<file path="config.mk">
export PLATFORM = sky130hd
export DESIGN_NAME = cs_cycle_term
export DESIGN_NICKNAME = d
export VERILOG_FILES = /design/src/rtl/cs_term_pkg.sv /design/src/rtl/cs_opt_regs.sv /design/src/rtl/ta_qualifier.sv /design/src/rtl/cycle_ctrl.sv /design/src/rtl/cs_cycle_term.sv
export SDC_FILE = /design/constraint.sdc
export NUM_CORES = 1
export LEC_CHECK = 0
export ABC_AREA = 1
export BUFFER_PORTS_ARGS = -buffer_cell sky130_fd_sc_hd__buf_2
export CAP_MARGIN = 40
export CORE_MARGIN = 3
export CORE_UTILIZATION = 50
export CTS_CLUSTER_SIZE = 25
export DETAILED_ROUTE_END_ITERATION = 8
export PLACE_DENSITY = 0.77
export REMOVE_ABC_BUFFERS = 1
export SYNTH_ARGS = -nofsm -noshare
export SYNTH_HDL_FRONTEND = slang
export SYNTH_SLANG_ARGS = --single-unit
export TNS_END_PERCENT = 10
</file>
<file path="constraint.sdc">
create_clock -name clk -period 3.33 [get_ports clk]
set_input_delay 0.333 -clock clk [delete_from_list [all_inputs] [get_ports clk]]
set_output_delay 0.333 -clock clk [all_outputs]
set_load 0.005 [all_outputs]
</file>
<file path="src/rtl/cs_term_pkg.sv">
// Shared types for the chip-select cycle terminator.
// Assumes: the wait-state code width is fixed at 5 bits, and the all-ones code selects
// the external acknowledge, or SDRAM termination when the mode is SDRAM.
package cs_term_pkg;
    localparam int WS_W = 5;
    localparam logic [WS_W-1:0] WS_ACK = '1;

    typedef enum logic [1:0] {
        MEM_ASYNC_A  = 2'd0,
        MEM_ASYNC_B  = 2'd1,
        MEM_SDRAM    = 2'd2,
        MEM_NOSTROBE = 2'd3
    } mem_mode_e;

    typedef enum logic [1:0] {
        TGT_EXT    = 2'd0,
        TGT_PERIPH = 2'd1,
        TGT_ISRAM  = 2'd2,
        TGT_RSVD   = 2'd3
    } target_e;

    typedef enum logic [1:0] {
        TERM_COUNT = 2'd0,
        TERM_ACK   = 2'd1,
        TERM_SDRAM = 2'd2
    } term_src_e;

    typedef struct packed {
        logic [WS_W-1:0] ws;
        mem_mode_e       mode;
    } cs_opt_t;
endpackage

</file>
<file path="src/rtl/cs_opt_regs.sv">
// Option register file: one wait-state/mode entry per chip select.
// Assumes: a single write port and an asynchronous read of the entry selected by rd_idx.
module cs_opt_regs
    import cs_term_pkg::*;
#(
    parameter int N_CS  = 4,
    parameter int IDX_W = (N_CS > 1) ? $clog2(N_CS) : 1
) (
    input  logic             clk,
    input  logic             rst_n,
    input  logic             wr_en,
    input  logic [IDX_W-1:0] wr_idx,
    input  cs_opt_t          wr_data,
    input  logic [IDX_W-1:0] rd_idx,
    output cs_opt_t          rd_data
);
    cs_opt_t entry [N_CS];

    for (genvar g = 0; g < N_CS; g++) begin : g_entry
        // Hold one entry; reset gives mode A with zero wait states.
        always_ff @(posedge clk) begin
            if (!rst_n) begin
                entry[g] <= '{ws: '0, mode: MEM_ASYNC_A};
            end else if (wr_en && (wr_idx == IDX_W'(g))) begin
                entry[g] <= wr_data;
            end
        end
    end

    // Select the entry for the chip select being started.
    always_comb begin
        rd_data = entry[0];
        for (int i = 0; i < N_CS; i++) begin
            if (rd_idx == IDX_W'(i)) rd_data = entry[i];
        end
    end
endmodule

</file>
<file path="src/rtl/ta_qualifier.sv">
// Acknowledge qualifier: synchronises the active-low acknowledge pin and only reports
// a hit after the pin has been seen high during (or just before) the current cycle.
// Assumes: cyc_start is high for the one edge at which a cycle is accepted.
module ta_qualifier #(
    parameter int SYNC_STAGES = 2
) (
    input  logic clk,
    input  logic rst_n,
    input  logic ta_n_i,
    input  logic cyc_start,
    output logic ack_hit
);
    logic [SYNC_STAGES-1:0] sync_q;
    logic                   armed_q;
    logic                   ta_s;

    assign ta_s = sync_q[SYNC_STAGES-1];

    // Shift the pin through the synchroniser; the idle level is high.
    always_ff @(posedge clk) begin
        if (!rst_n) sync_q <= '1;
        else        sync_q <= {sync_q[SYNC_STAGES-2:0], ta_n_i};
    end

    // Arm on a high level; at cycle start, take the current level so a stale low is not counted.
    always_ff @(posedge clk) begin
        if (!rst_n)         armed_q <= 1'b0;
        else if (cyc_start) armed_q <= ta_s;
        else if (ta_s)      armed_q <= 1'b1;
    end

    assign ack_hit = armed_q && !ta_s;
endmodule

</file>
<file path="src/rtl/cycle_ctrl.sv">
// Cycle controller: at start, picks the termination source and strobe enable from the
// option entry and the target kind, then counts down, waits for the acknowledge hit,
// or waits for SDRAM done, and ends with a one-clock done pulse.
// Assumes: start_acc is only high when no cycle is active.
module cycle_ctrl
    import cs_term_pkg::*;
(
    input  logic            clk,
    input  logic            rst_n,
    input  logic            start_acc,
    input  cs_opt_t         opt,
    input  target_e         tgt,
    input  logic            wr,
    input  logic            ack_hit,
    input  logic            sd_done,
    output logic            active_o,
    output logic            done_o,
    output logic            strobe_o,
    output term_src_e       src_o,
    output logic [WS_W-1:0] cnt_o
);
    logic            active_q, done_q, strobe_q, end_now;
    term_src_e       src_q, src_d;
    logic [WS_W-1:0] cnt_q, cnt_d;
    logic            strobe_d;

    // Decide the termination source, the initial count and the strobe enable for a new cycle.
    always_comb begin
        src_d = TERM_COUNT;
        cnt_d = '0;
        if (tgt == TGT_EXT) begin
            if (opt.mode == MEM_SDRAM)  src_d = TERM_SDRAM;
            else if (opt.ws == WS_ACK)  src_d = TERM_ACK;
            else                        cnt_d = opt.ws;
        end
        strobe_d = wr && ((tgt == TGT_PERIPH) ||
                   ((tgt == TGT_EXT) && ((opt.mode == MEM_ASYNC_A) || (opt.mode == MEM_ASYNC_B))));
    end

    // Decide whether the running cycle ends at this edge.
    always_comb begin
        case (src_q)
            TERM_ACK:   end_now = active_q && ack_hit;
            TERM_SDRAM: end_now = active_q && sd_done;
            default:    end_now = active_q && (cnt_q == '0);
        endcase
    end

    // Cycle state: accept, count down, and end with a done pulse.
    always_ff @(posedge clk) begin
        if (!rst_n) begin
            active_q <= 1'b0;
            done_q   <= 1'b0;
            strobe_q <= 1'b0;
            src_q    <= TERM_COUNT;
            cnt_q    <= '0;
        end else begin
            done_q <= end_now;
            if (start_acc) begin
                active_q <= 1'b1;
                strobe_q <= strobe_d;
                src_q    <= src_d;
                cnt_q    <= cnt_d;
            end else if (end_now) begin
                active_q <= 1'b0;
                strobe_q <= 1'b0;
            end else if (active_q && (src_q == TERM_COUNT)) begin
                cnt_q <= cnt_q - 1'b1;
            end
        end
    end

    assign active_o = active_q;
    assign done_o   = done_q;
    assign strobe_o = active_q && strobe_q;
    assign src_o    = src_q;
    assign cnt_o    = cnt_q;
endmodule

</file>
<file path="src/rtl/cs_cycle_term.sv">
// Top of the chip-select cycle terminator: option registers, acknowledge qualifier
// and cycle controller.
// Assumes: all inputs except ta_n_i are synchronous to clk; one cycle at a time.
module cs_cycle_term
    import cs_term_pkg::*;
#(
    parameter int N_CS  = 4,
    parameter int IDX_W = (N_CS > 1) ? $clog2(N_CS) : 1
) (
    input  logic             clk,
    input  logic             rst_n,
    input  logic             cfg_we_i,
    input  logic [IDX_W-1:0] cfg_idx_i,
    input  logic [WS_W-1:0]  cfg_ws_i,
    input  logic [1:0]       cfg_mode_i,
    input  logic             start_i,
    input  logic [IDX_W-1:0] start_cs_i,
    input  logic             start_wr_i,
    input  logic [1:0]       start_tgt_i,
    input  logic             ta_n_i,
    input  logic             sd_done_i,
    output logic             busy_o,
    output logic             done_o,
    output logic             we_n_o
);
    cs_opt_t         cfg_data, sel_opt;
    logic            start_acc, ack_hit, active, strobe;
    term_src_e       src_w;
    logic [WS_W-1:0] cnt_w;

    assign cfg_data  = '{ws: cfg_ws_i, mode: mem_mode_e'(cfg_mode_i)};
    assign start_acc = start_i && !active;

    cs_opt_regs #(.N_CS(N_CS), .IDX_W(IDX_W)) u_opts (
        .clk(clk), .rst_n(rst_n), .wr_en(cfg_we_i), .wr_idx(cfg_idx_i),
        .wr_data(cfg_data), .rd_idx(start_cs_i), .rd_data(sel_opt)
    );

    ta_qualifier #(.SYNC_STAGES(2)) u_ta (
        .clk(clk), .rst_n(rst_n), .ta_n_i(ta_n_i),
        .cyc_start(start_acc), .ack_hit(ack_hit)
    );

    cycle_ctrl u_ctrl (
        .clk(clk), .rst_n(rst_n), .start_acc(start_acc), .opt(sel_opt),
        .tgt(target_e'(start_tgt_i)), .wr(start_wr_i), .ack_hit(ack_hit),
        .sd_done(sd_done_i), .active_o(active), .done_o(done_o),
        .strobe_o(strobe), .src_o(src_w), .cnt_o(cnt_w)
    );

    assign busy_o = active;
    assign we_n_o = !strobe;
endmodule

</file>
Word-level counts from Yosys, hierarchy flattened
Memory sizes are Yosys's and may differ from the RTL's. Cells that the tools add are included.

Register bits after elaboration: 13. Memory bits (writable): 28. Output and inout bits: 3. Logic and storage cells: 88. Memories: 1.

Memories: u_opts.entry (words 4, bits a word 7, rd ports 4, clocked after Yosys merged registers in 0, write ports 4, RTL line cs_opt_regs.sv:17) `cs_opt_t entry [N_CS];`.

$add $sub $neg: 1. Equal/unequal tests: 13. Muxes and demuxes: 35. Bitwise gates (word level): 4. Reduce and logical (&&, ||, !) cells: 27.

Operators with widths (count): 2-to-1 mux 7 bit (7); 2-to-1 mux 5 bit (6); 2-to-1 mux 1 bit (19); logical AND 1 bit (13); equality test 2 bit, second input constant (6); equality test 2 x 1 -> 1 bit, second input constant (5); logical NOT 2 bit (4); nonzero test 2 bit (3); equality test 5 bit, second input constant (1); logical NOT 5 bit (1); subtractor 5 x 1 -> 5 bit, second input constant (1); 2-to-1 mux 2 bit (2); OR 1 bit (4); logical NOT 1 bit (3); logical OR 1 bit (2); != test 2 bit, second input constant (1); case mux 1 bit (2 select lines) (1); AND reduction 2 bit (1).

Depth between registers and ports, before layout
Word-level depth: 10. Mapped depth: 13. Gate-level depth less buffers: 12.

By module
Synthesis repeated with hierarchy kept, for this count alone.

Cells, all modules: 269. Area, all modules: 2182.1 um^2.

Modules (own cells, without submodules): cs_opt_regs (times used 1, cells each 147, area an instance 1367.6 um^2); cycle_ctrl (times used 1, cells each 107, area an instance 700.7 um^2); ta_qualifier (times used 1, cells each 12, area an instance 100.1 um^2); cs_cycle_term (times used 1, cells each 3, area an instance 13.8 um^2).

Worst setup path before layout
Ideal clock, no wire load.

Path type: register to register. Start point: reg u_ctrl.src_q[1] (netlist: u_ctrl.src_o[1]). End point: reg u_ctrl.cnt_q[0] (netlist: u_ctrl.cnt_o[0]). Arrival time: 1.343 ns. Required time: 3.212 ns. Slack: 1.869 ns. Cell stages (with the launch flop): 10. Buffers on the path: 0. Period minus slack after synthesis: 1.461 ns. Cell sequence: dfxtp_1 inv_1 ha_1 inv_1 a21oi_1 nand2_1 nand3_1 nand2_1 a21oi_1 a21oi_2.

Word-level cells in the longest chain between the ends: 4. Elaborated cells on any way between the ends: 8.

RTL lines: start, declared (RTL line cycle_ctrl.sv:23) `term_src_e src_q, src_d;`; start signal, assigned (RTL line cycle_ctrl.sv:62) `src_q <= src_d;`; equality test 2 bit (tied with other cells) (RTL line cycle_ctrl.sv:42) `case (src_q)`; case mux 1 bit (2 select lines) / logical AND 1 bit (equally long branches) (RTL line cycle_ctrl.sv:42, cycle_ctrl.sv:67); != test 2 bit (no source line) / nonzero test 2 bit (equally long branches); AND reduction 2 bit (no source line) *; end signal, assigned (RTL line cycle_ctrl.sv:63) `cnt_q <= cnt_d;`; end signal, assigned (RTL line cycle_ctrl.sv:68) `cnt_q <= cnt_q - 1'b1;`; end, declared (RTL line cycle_ctrl.sv:24) `logic [WS_W-1:0] cnt_q, cnt_d;`.

Mark *: on every way between the ends. The rest lies on a longest branch, timed or not. A chain may end at the register's enable or synchronous reset.

Worst setup path in the final report
Start point: reg u_ctrl.src_q[0] (netlist: u_ctrl.src_o[0]). End point: reg u_ctrl.cnt_q[3] (netlist: u_ctrl.cnt_o[3]).

The elaborated chain is that of the path after synthesis.

==> run metrics <==
CP Class reg -> reg; top cells by count, synth 53 x nand2_1, 53 x nor2_1, 29 x inv_1, 28 x edfxtp_1, 16 x nand3_1; minimum clock period 1.660 ns; total CTS buffers 5; Initial DRT Pass Iterations 4; total routed wirelength 3995 µm; number of global-route vias before repair 1515; TritonCTS clock tree yes; top-area cell type share of the netlist area 39.48%; final worst slack 1.670 ns; Max VDD drop 275.7 µV; largest net degree at the start of global routing 17; Worst Path Arrival 1.85 ns; Place WS 1.682 ns; crit path buf inv count 2; syn_area_per_cell 8.384 µm²; fraction of layout cells with a size suffix above 1 19.35%; Vias/cell 4.936; Die Footprint 0.005078 mm²; clk sinks 41; count of hold buffers inserted by post-cts repair 0; Post-Syn Instances 254; post-layout util 57.91%; clock buffer depth 2; DR WL/cell 12.14 µm; initial DRC count 78; LEAKAGE 1.059 nW; PostCTS Resize Cnt 0; crit-path leading delay family compound AO/OA/AOI/OAI gates; Area contributors post-synth edfxtp_1 39%, dfxtp_1 12%, nand2_1 9.3%; final cycle utilization of the critical path 49.85%; Starting Density 52.48%; Primary FF master, synth edfxtp_1; total track usage 16.97%; relative slew slack 73.75%; fmax 0.6024 GHz; DRC 0; Boundary Pins 23; Post-DRT Antenna Nets 0; chip height 71.26 µm; number of synthesized flops with an enable pin 28; CP required 3.52 ns; Post-CTS Setup Bufs 0; Final nets 303; Critical Path End Type register; CP max FO 10; Finish-stage setup viols 0; total congestion overflow 0; Vias 1624; area leader, netlist edfxtp_1; H-Tree Depth 2; die span in x 71.26 µm; CP peak stage delay 0.34 ns; diode count 0; # Max-Cap Violations 0; Hold Path Class in -> reg; Rows 23; Cell Chain, Critical Path inv_1 -> ha_1 -> inv_1 -> a21oi_1 -> nand2_1 -> nand3_1 -> nand2_1 -> a21oi_1 -> a21oi_2; Seq/Total Area, Yosys 51.70%; fill count 370; CTS Root Cell clkbuf_8; Synth Cell Area 0.002130 mm²; Final Max Slew Viols 0; Worst-path clk slew 0.08 ns; Area growth syn-to-layout 10.34%; first-pass GRT wire length 6603 µm; YS warnings 0; Worst path slowest cell dfxtp_1; Power Dens Cells 480.9 mW/mm²; initial antenna violation count 0; internal reg-to-reg setup slack 1.67 ns; Yosys cell types 26; Setup Skew 0.01206 ns; RSZ-0062 raised after global routing no; Yosys reg bits 41; FFs w/ async S/R, synth 0%; Worst-Margin Slew 0.3908 ns; status finished, final reports clean; Clk Latency, worst-skew pair 0.30 ns; total core area 0.004058 mm²; Setup crit start kind register; Port Buffers 22; hpwl dp 3058 µm; final hold violation count 0; setup_tns 0 ns; gpl congestion 0.7649
-- state kept, by name, indices dropped and copies added, names as in the netlist --
| signal | count |
|---|---|
| u_ta.armed_q | 1 |
| u_ctrl.strobe_q | 1 |
| u_ctrl.cnt_o | 5 |
| u_opts.entry | 28 |
| u_ctrl.src_o | 2 |
| u_ctrl.active_o | 1 |
| u_ctrl.done_o | 1 |
| u_ta.sync_q | 2 |
-- area by class of cell --
type / count / area (µm²) / area share, %
multi-input combinational: 176 / 869.6 / 37.01
clock inverter: 1 / 5.005 / 0.2130
tap: 50 / 62.56 / 2.662
inverter: 32 / 125.1 / 5.325
clock buffer: 7 / 76.32 / 3.248
sequential: 41 / 1101 / 46.86
timing repair buffer: 22 / 110.1 / 4.686
-- metrics by stage --
step	power, mW	cell area (µm²)	cells	hold slack [ns]
2_1_floorplan	0.7681	2096	249	0.3925
3_3_place_gp	0.8244	2268	321	0.3988
3_5_place_dp	0.8297	2268	321	0.4005
4_1_cts	1.135	2350	329	0.2159
5_1_grt	1.189	2350	329	0.2135
6_report	1.130	2350	329	0.2197
-- cell usage in the layout, fill, tap and decap left out, drive strengths merged --
| cell type | n |
|---|---|
| nor3 | 1 |
| edfxtp | 28 |
| clkbuf | 7 |
| nand4 | 4 |
| dfxtp | 13 |
| nand2 | 61 |
| nand3b | 2 |
| or2 | 6 |
| ha | 5 |
| nand3 | 17 |
| nor2 | 56 |
| o21ai | 10 |
| a21oi | 14 |
| clkinv | 1 |
| inv | 32 |
| buf | 22 |
-- logic make-up after synthesis --
logic type                 count (synthesis)  share of synthesized area, %
buffers and inverters                     37                         7.461
DFF                                       41                         51.70
and+or+nand+nor                          147                         31.37
AOI/OAI and AO/OA                         24                         6.522
adders and majority gates                  5                         2.938
-- power breakdown --
group	switching, mW	internal (mW)
Clock	0.165	0.147
Combinational	0.139	0.0737
Sequential	0.0163	0.588
Total	0.321	0.809
-- routing by layer --
layer  routed length, µm  track usage [%]
met4                  76            6.263
met3                 138            4.769
met5                   0                0
met1                1884            22.03
met2                1896            27.14
-- worst paths after layout --
check / depth (start not counted) / from / end
worst max register to register: 9 / u_ctrl.src_o[0] / u_ctrl.cnt_o[3]
worst max-delay path: 9 / u_ctrl.src_o[0] / u_ctrl.cnt_o[3]
worst min-delay path: 2 / ta_n_i / u_ta.sync_q[0]
worst min register to register: 1 / u_ta.sync_q[0] / u_ta.sync_q[1]
(Power assumes the default switching activity.)
